### config.mk
export PLATFORM = sky130hd
export DESIGN_NAME = ddr_mrs_sequencer
export DESIGN_NICKNAME = d
export VERILOG_FILES = /design/src/rtl/ddr_seq_pkg.sv /design/src/rtl/ddr_mode_word.sv /design/src/rtl/ddr_tick_counter.sv /design/src/rtl/ddr_pin_driver.sv /design/src/rtl/ddr_mrs_sequencer.sv
export SDC_FILE = /design/constraint.sdc
export NUM_CORES = 1
export LEC_CHECK = 0
export BUFFER_PORTS_ARGS = -buffer_cell sky130_fd_sc_hd__buf_4
export CAP_MARGIN = 0
export CORE_ASPECT_RATIO = 1.4
export CORE_MARGIN = 5
export CORE_UTILIZATION = 45
export CTS_CLUSTER_SIZE = 14
export DETAILED_ROUTE_END_ITERATION = 16
export PLACE_DENSITY = 0.72
export SLEW_MARGIN = 5
export SYNTH_ARGS = -nofsm -noshare
export SYNTH_HDL_FRONTEND = slang
export SYNTH_SLANG_ARGS = --single-unit
### constraint.sdc
create_clock -name clk -period 1.7 [get_ports clk]
set_input_delay 0.51 -clock clk [delete_from_list [all_inputs] [get_ports clk]]
set_output_delay 0.51 -clock clk [all_outputs]
set_load 0.01 [all_outputs]
### src/rtl/ddr_seq_pkg.sv
package ddr_seq_pkg;

  localparam int ADDR_W = 13;
  localparam int BA_W   = 2;

  typedef enum logic [1:0] {
    LK_EMR_ON,
    LK_EMR_OFF,
    LK_MR_DLLRST,
    LK_MR_NORM
  } load_kind_e;

  typedef enum logic [2:0] {
    ST_PWRUP,
    ST_LOAD,
    ST_GAP,
    ST_LOCK,
    ST_READY,
    ST_HOLD
  } seq_state_e;

  typedef struct packed {
    logic cs_n;
    logic ras_n;
    logic cas_n;
    logic we_n;
  } ddr_cmd_t;

  localparam ddr_cmd_t CMD_DESEL = 4'b1111;
  localparam ddr_cmd_t CMD_NOP   = 4'b0111;
  localparam ddr_cmd_t CMD_LMR   = 4'b0000;

  localparam logic [BA_W-1:0] BA_BASE = 2'b00;
  localparam logic [BA_W-1:0] BA_EXT  = 2'b01;

endpackage

### src/rtl/ddr_mode_word.sv
module ddr_mode_word
  import ddr_seq_pkg::*;
#(
  parameter logic [6:0] MODE_BITS  = 7'h32,
  parameter bit         DRIVE_HALF = 1'b0
) (
  input  load_kind_e        kind,
  output logic [BA_W-1:0]   ba,
  output logic [ADDR_W-1:0] addr
);

  always_comb begin
    ba   = BA_BASE;
    addr = '0;
    unique case (kind)
      LK_EMR_ON: begin
        ba      = BA_EXT;
        addr[1] = DRIVE_HALF;
        addr[0] = 1'b0;
      end
      LK_EMR_OFF: begin
        ba      = BA_EXT;
        addr[1] = DRIVE_HALF;
        addr[0] = 1'b1;
      end
      LK_MR_DLLRST: begin
        addr[6:0] = MODE_BITS;
        addr[8]   = 1'b1;
      end
      LK_MR_NORM: begin
        addr[6:0] = MODE_BITS;
      end
      default: begin
        ba   = BA_BASE;
        addr = '0;
      end
    endcase
  end

endmodule

### src/rtl/ddr_tick_counter.sv
module ddr_tick_counter #(
  parameter int W = 4
) (
  input  logic         clk,
  input  logic         rst_n,
  input  logic         load,
  input  logic [W-1:0] load_val,
  output logic [W-1:0] count
);

  always_ff @(posedge clk) begin
    if (!rst_n)
      count <= '0;
    else if (load)
      count <= load_val;
    else if (count != '0)
      count <= count - W'(1);
  end

endmodule

### src/rtl/ddr_pin_driver.sv
module ddr_pin_driver
  import ddr_seq_pkg::*;
(
  input  logic              clk,
  input  logic              rst_n,
  input  logic              issue,
  input  logic [BA_W-1:0]   ba_in,
  input  logic [ADDR_W-1:0] addr_in,
  output logic              cke,
  output logic              cs_n,
  output logic              ras_n,
  output logic              cas_n,
  output logic              we_n,
  output logic [BA_W-1:0]   ba,
  output logic [ADDR_W-1:0] addr
);

  ddr_cmd_t cmd_q;

  always_ff @(posedge clk) begin
    if (!rst_n) begin
      cmd_q <= CMD_DESEL;
      cke   <= 1'b0;
      ba    <= '0;
      addr  <= '0;
    end else begin
      cke <= 1'b1;
      if (issue) begin
        cmd_q <= CMD_LMR;
        ba    <= ba_in;
        addr  <= addr_in;
      end else begin
        cmd_q <= CMD_NOP;
        ba    <= '0;
        addr  <= '0;
      end
    end
  end

  assign cs_n  = cmd_q.cs_n;
  assign ras_n = cmd_q.ras_n;
  assign cas_n = cmd_q.cas_n;
  assign we_n  = cmd_q.we_n;

endmodule

### src/rtl/ddr_mrs_sequencer.sv
module ddr_mrs_sequencer
  import ddr_seq_pkg::*;
#(
  parameter int         MRD_CYC    = 2,
  parameter int         LOCK_CYC   = 200,
  parameter logic [6:0] MODE_BITS  = 7'h32,
  parameter bit         DRIVE_HALF = 1'b0
) (
  input  logic        clk,
  input  logic        rst_n,
  input  logic        banks_idle,
  input  logic        dll_off_req,
  output logic        cke,
  output logic        cs_n,
  output logic        ras_n,
  output logic        cas_n,
  output logic        we_n,
  output logic [1:0]  ba,
  output logic [12:0] addr,
  output logic        read_ok
);

  localparam int MRD_W  = $clog2(MRD_CYC + 1);
  localparam int LOCK_W = $clog2(LOCK_CYC + 1);

  seq_state_e state_q, state_d;
  load_kind_e kind_q, kind_d;
  logic       ok_d;
  logic       issue, gap_load, lock_load;

  logic [MRD_W-1:0]  gap_cnt;
  logic [LOCK_W-1:0] lock_cnt;
  logic [BA_W-1:0]   word_ba;
  logic [ADDR_W-1:0] word_addr;

  ddr_mode_word #(
    .MODE_BITS (MODE_BITS),
    .DRIVE_HALF(DRIVE_HALF)
  ) u_word (
    .kind(kind_q),
    .ba  (word_ba),
    .addr(word_addr)
  );

  ddr_tick_counter #(.W(MRD_W)) u_gap (
    .clk     (clk),
    .rst_n   (rst_n),
    .load    (gap_load),
    .load_val(MRD_W'(MRD_CYC)),
    .count   (gap_cnt)
  );

  ddr_tick_counter #(.W(LOCK_W)) u_lock (
    .clk     (clk),
    .rst_n   (rst_n),
    .load    (lock_load),
    .load_val(LOCK_W'(LOCK_CYC)),
    .count   (lock_cnt)
  );

  ddr_pin_driver u_pins (
    .clk    (clk),
    .rst_n  (rst_n),
    .issue  (issue),
    .ba_in  (word_ba),
    .addr_in(word_addr),
    .cke    (cke),
    .cs_n   (cs_n),
    .ras_n  (ras_n),
    .cas_n  (cas_n),
    .we_n   (we_n),
    .ba     (ba),
    .addr   (addr)
  );

  always_comb begin
    state_d   = state_q;
    kind_d    = kind_q;
    ok_d      = read_ok;
    issue     = 1'b0;
    gap_load  = 1'b0;
    lock_load = 1'b0;
    unique case (state_q)
      ST_PWRUP: begin
        kind_d  = LK_EMR_ON;
        state_d = ST_LOAD;
      end
      ST_LOAD: begin
        if (banks_idle) begin
          issue     = 1'b1;
          gap_load  = 1'b1;
          lock_load = (kind_q == LK_MR_DLLRST);
          state_d   = ST_GAP;
        end
      end
      ST_GAP: begin
        if (gap_cnt == MRD_W'(1)) begin
          unique case (kind_q)
            LK_EMR_ON: begin
              kind_d  = LK_MR_DLLRST;
              state_d = ST_LOAD;
            end
            LK_MR_DLLRST: begin
              kind_d  = LK_MR_NORM;
              state_d = ST_LOAD;
            end
            LK_MR_NORM:  state_d = ST_LOCK;
            LK_EMR_OFF:  state_d = ST_HOLD;
            default:     state_d = ST_PWRUP;
          endcase
        end
      end
      ST_LOCK: begin
        if (dll_off_req) begin
          kind_d  = LK_EMR_OFF;
          state_d = ST_LOAD;
        end else if (lock_cnt <= LOCK_W'(1)) begin
          ok_d    = 1'b1;
          state_d = ST_READY;
        end
      end
      ST_READY: begin
        if (dll_off_req) begin
          ok_d    = 1'b0;
          kind_d  = LK_EMR_OFF;
          state_d = ST_LOAD;
        end
      end
      ST_HOLD: begin
        if (!dll_off_req) begin
          kind_d  = LK_EMR_ON;
          state_d = ST_LOAD;
        end
      end
      default: state_d = ST_PWRUP;
    endcase
  end

  always_ff @(posedge clk) begin
    if (!rst_n) begin
      state_q <= ST_PWRUP;
      kind_q  <= LK_EMR_ON;
      read_ok <= 1'b0;
    end else begin
      state_q <= state_d;
      kind_q  <= kind_d;
      read_ok <= ok_d;
    end
  end

endmodule

==> flow_metrics.env <==
export IMPL_die_y_um=70.3
export IMPL_gp_congestion=0.933
export IMPL_timing_hold_ws_ps=404
export IMPL_drt_iter0_drc=25
export IMPL_antennaDiodeCount=0
export IMPL_power_share_switching_pct=37.3
export IMPL_powerDensity_nw_per_um2=1320
export IMPL_clockBufferDepth=2
export IMPL_initial_utilization_pct=45.7
export IMPL_maxCapViolations=0
export IMPL_finalCritPeriodShare_pct=94.7
export IMPL_layout_setup_ws_ps=90.1
export IMPL_rsz0062_at_grt="false"
export IMPL_fin_tns_setup_ps=0
export IMPL_power_mw=1.72
export IMPL_status="finished clean"
export IMPL_postSynthCellCount=129
export IMPL_cts_hold_buffers=0
export IMPL_dp_slack_ps=101
export IMPL_antenna_found_initial=0
export IMPL_dp_hpwl_um=1780
export IMPL_worstPathArrival_ps=1850
export IMPL_leakage_nw=0.546
export IMPL_syn_avg_cell_area_um2=9.06
export IMPL_drtPass1Iterations=4
export IMPL_crit_type="flip-flop to flip-flop"
export IMPL_p_int_mw=1.08
export IMPL_viasPerCell=5.24
export IMPL_grt_pass1_wl_um=3800
export IMPL_track_usage_pct=13.2
export IMPL_skew_ps=5.41
export IMPL_power_share_sequential_pct=44.1
export IMPL_drive_gt1_share_pct=21.5
export IMPL_grt_overflow_total=0
export IMPL_drc=0
export IMPL_die_w_um=53.1
export IMPL_setup_viol=0
export IMPL_critPathRequiredTime_ps=1940
export IMPL_critPathMaxFanout=3
export IMPL_io_buffers=15
export IMPL_cts_root_buffer="clkbuf_4"
export IMPL_vias=944
export IMPL_cts_inserted_buffers=3
export IMPL_yosys_warnings=0
export IMPL_wl_um=2340
export IMPL_synth_area_um2=1170
export IMPL_seq_area_frac_synth_pct=39.4
export IMPL_end_kind="flip-flop"
export IMPL_cts_post_setup_buffers_inserted=0
export IMPL_synth_flop_cell="dfxtp_1"
export IMPL_pwr_share_comb_pct=40.8
export IMPL_post_route_min_period_ps=1610
export IMPL_wl_per_cell_um=13.0
export IMPL_htreeDepth=1
export IMPL_p_sw_mw=0.640
export IMPL_rows=22
export IMPL_ant_nets=0
export IMPL_layout_nets=151
export IMPL_grt_pass1_vias=925
export IMPL_synthArstFlopShare_pct=0
export IMPL_io_pins=25
export IMPL_synth_edff_count=0
export IMPL_hold_violations=0
export IMPL_coreArea_um2=2560
export IMPL_synth_seq_cells=23
export IMPL_start_kind="flip-flop"
export IMPL_synthToLayoutAreaGrowth_pct=11.6
export IMPL_die_area_um2=3730
export IMPL_clk_pin_slew_worst_paths_ps=130
export IMPL_slew_viol_final=0
export IMPL_grt_max_degree=15
export IMPL_clock_latency_ps=310
export IMPL_cts_tree="done"
export IMPL_cts_resized=0
export IMPL_vdd_ir_drop_max_mv=0.886
export IMPL_fmax_mhz=621
export IMPL_min_path_type="input pin to flip-flop"
export IMPL_clock_sinks=23
export IMPL_yosysUniqueCellTypes=46
export IMPL_clockPowerShare_pct=15.2
-- metrics by stage --
stage,cells,utilization (%),instance area [um2]
CTS,180,50.6,1300
finish,180,50.9,1300
global placement,176,49.5,1270
floorplan,137,-,1200
global route,180,50.9,1300
detailed placement,176,49.5,1270
-- per-layer routing --
layer | vias to the layer above | GRT usage [%] | routed length, um
met3 | 2 | 2.35 | 115
met1 | 450 | 14.7 | 937
met2 | 30 | 22.5 | 1270
met5 | - | 0 | 0
met4 | 0 | 7.67 | 25
li1 | 462 | - | -
-- synth_stat cells, drive strengths merged, types with 2 or more instances --
| cell type | number | share of area [%] |
|---|---|---|
| a21oi | 4 | 1.7 |
| dfxtp | 23 | 39 |
| o31ai | 2 | 1.3 |
| buf | 14 | 8.8 |
| or3 | 2 | 1.2 |
| and3b | 2 | 1.5 |
| o21ai | 6 | 2.6 |
| ha | 2 | 2.1 |
| nand2b | 5 | 2.7 |
| xnor2 | 3 | 2.2 |
| and2 | 2 | 1.1 |
| nor2 | 14 | 4.5 |
| nor3 | 2 | 0.86 |
| clkbuf | 2 | 1.5 |
| nand2 | 5 | 1.6 |
| a22oi | 2 | 1.3 |
| a211oi | 2 | 1.3 |
| a31oi | 3 | 1.6 |
| nor2b | 3 | 1.6 |
| o221a | 2 | 1.9 |
| nand3 | 5 | 2.1 |
| inv | 3 | 0.96 |
| nor4b | 2 | 1.5 |
-- final timing paths --
kind	start	end	slack, ps	cells after the start
max	u_lock.count[3]$_SDFFE_PN0P_	u_lock.count[7]$_SDFFE_PN0P_	90	4
max reg2reg	u_lock.count[3]$_SDFFE_PN0P_	u_lock.count[7]$_SDFFE_PN0P_	90	4
min	rst_n	u_pins.cke$_DFF_P_	400	1
min reg2reg	u_gap.count[0]$_SDFFE_PP0P_	u_gap.count[0]$_SDFFE_PP0P_	460	1
-- cell type report --
type / instances / area (um2)
Clock inverter: 1 / 7.51
Inverter: 4 / 15.0
Multi-Input combinational cell: 94 / 609
Clock buffer: 3 / 22.5
Sequential cell: 23 / 462
Timing Repair Buffer: 19 / 143
Fill cell: 247 / 1260
Tap cell: 36 / 45.0
-- flip-flops by register name, indices dropped and copies added, names as in the netlist --
| register | flops |
|---|---|
| u_pins.ras_n | 1 |
| u_pins.ba | 1 |
| u_gap.count | 2 |
| u_pins.cs_n | 1 |
| state_q | 3 |
| u_pins.cke | 1 |
| u_pins.addr | 3 |
| u_lock.count | 8 |
| read_ok | 1 |
| kind_q | 2 |
-- kinds of logic after synthesis --
group,after synthesis,share of synthesized area (%)
mux,1,0.857
fa+ha+maj,2,2.14
compound gates,26,15.1
simple gates,52,27.6
flops,23,39.4
buf+inv,20,11.6
other cells,1,0.321
xor+xnor,4,3.00
-- power groups by stage --
stage | clock network, mW | registers (mW) | logic (mW)
global route | 0.287 | 0.775 | 0.796
floorplan | 0 | 0.742 | 0.551
global placement | 0 | 0.757 | 0.663
finish | 0.260 | 0.756 | 0.700
CTS | 0.267 | 0.752 | 0.696
detailed placement | 0 | 0.765 | 0.691
-- worst max-delay path: stages (launching register included) --
cell	delay [ps]
dfxtp_1	350
or4_4	550
a21o_1	190
or3_1	310
a31oi_1	150
-- layout by cell type (no fill, tap or decap), types with 2 or more instances in the layout --
cell      synthesis  final
a211oi_1          2      2
a21oi_1           4      4
a22oi_1           2      2
a31oi_1           3      2
and2_1            2      2
and3b_1           2      2
buf_4            13     19
clkbuf_4          0      3
conb_1            1      9
dfxtp_1          23     22
ha_1              2      2
inv_1             3      3
nand2_1           5      5
nand2b_1          5      5
nand3_1           5      5
nor2_1           14     14
nor2b_1           3      3
nor3_1            2      2
nor4b_1           2      2
o21ai_0           4      4
o21ai_1           2      2
o221a_1           2      2
o31ai_1           2      2
xnor2_1           3      3
(Power assumes the default switching activity.)
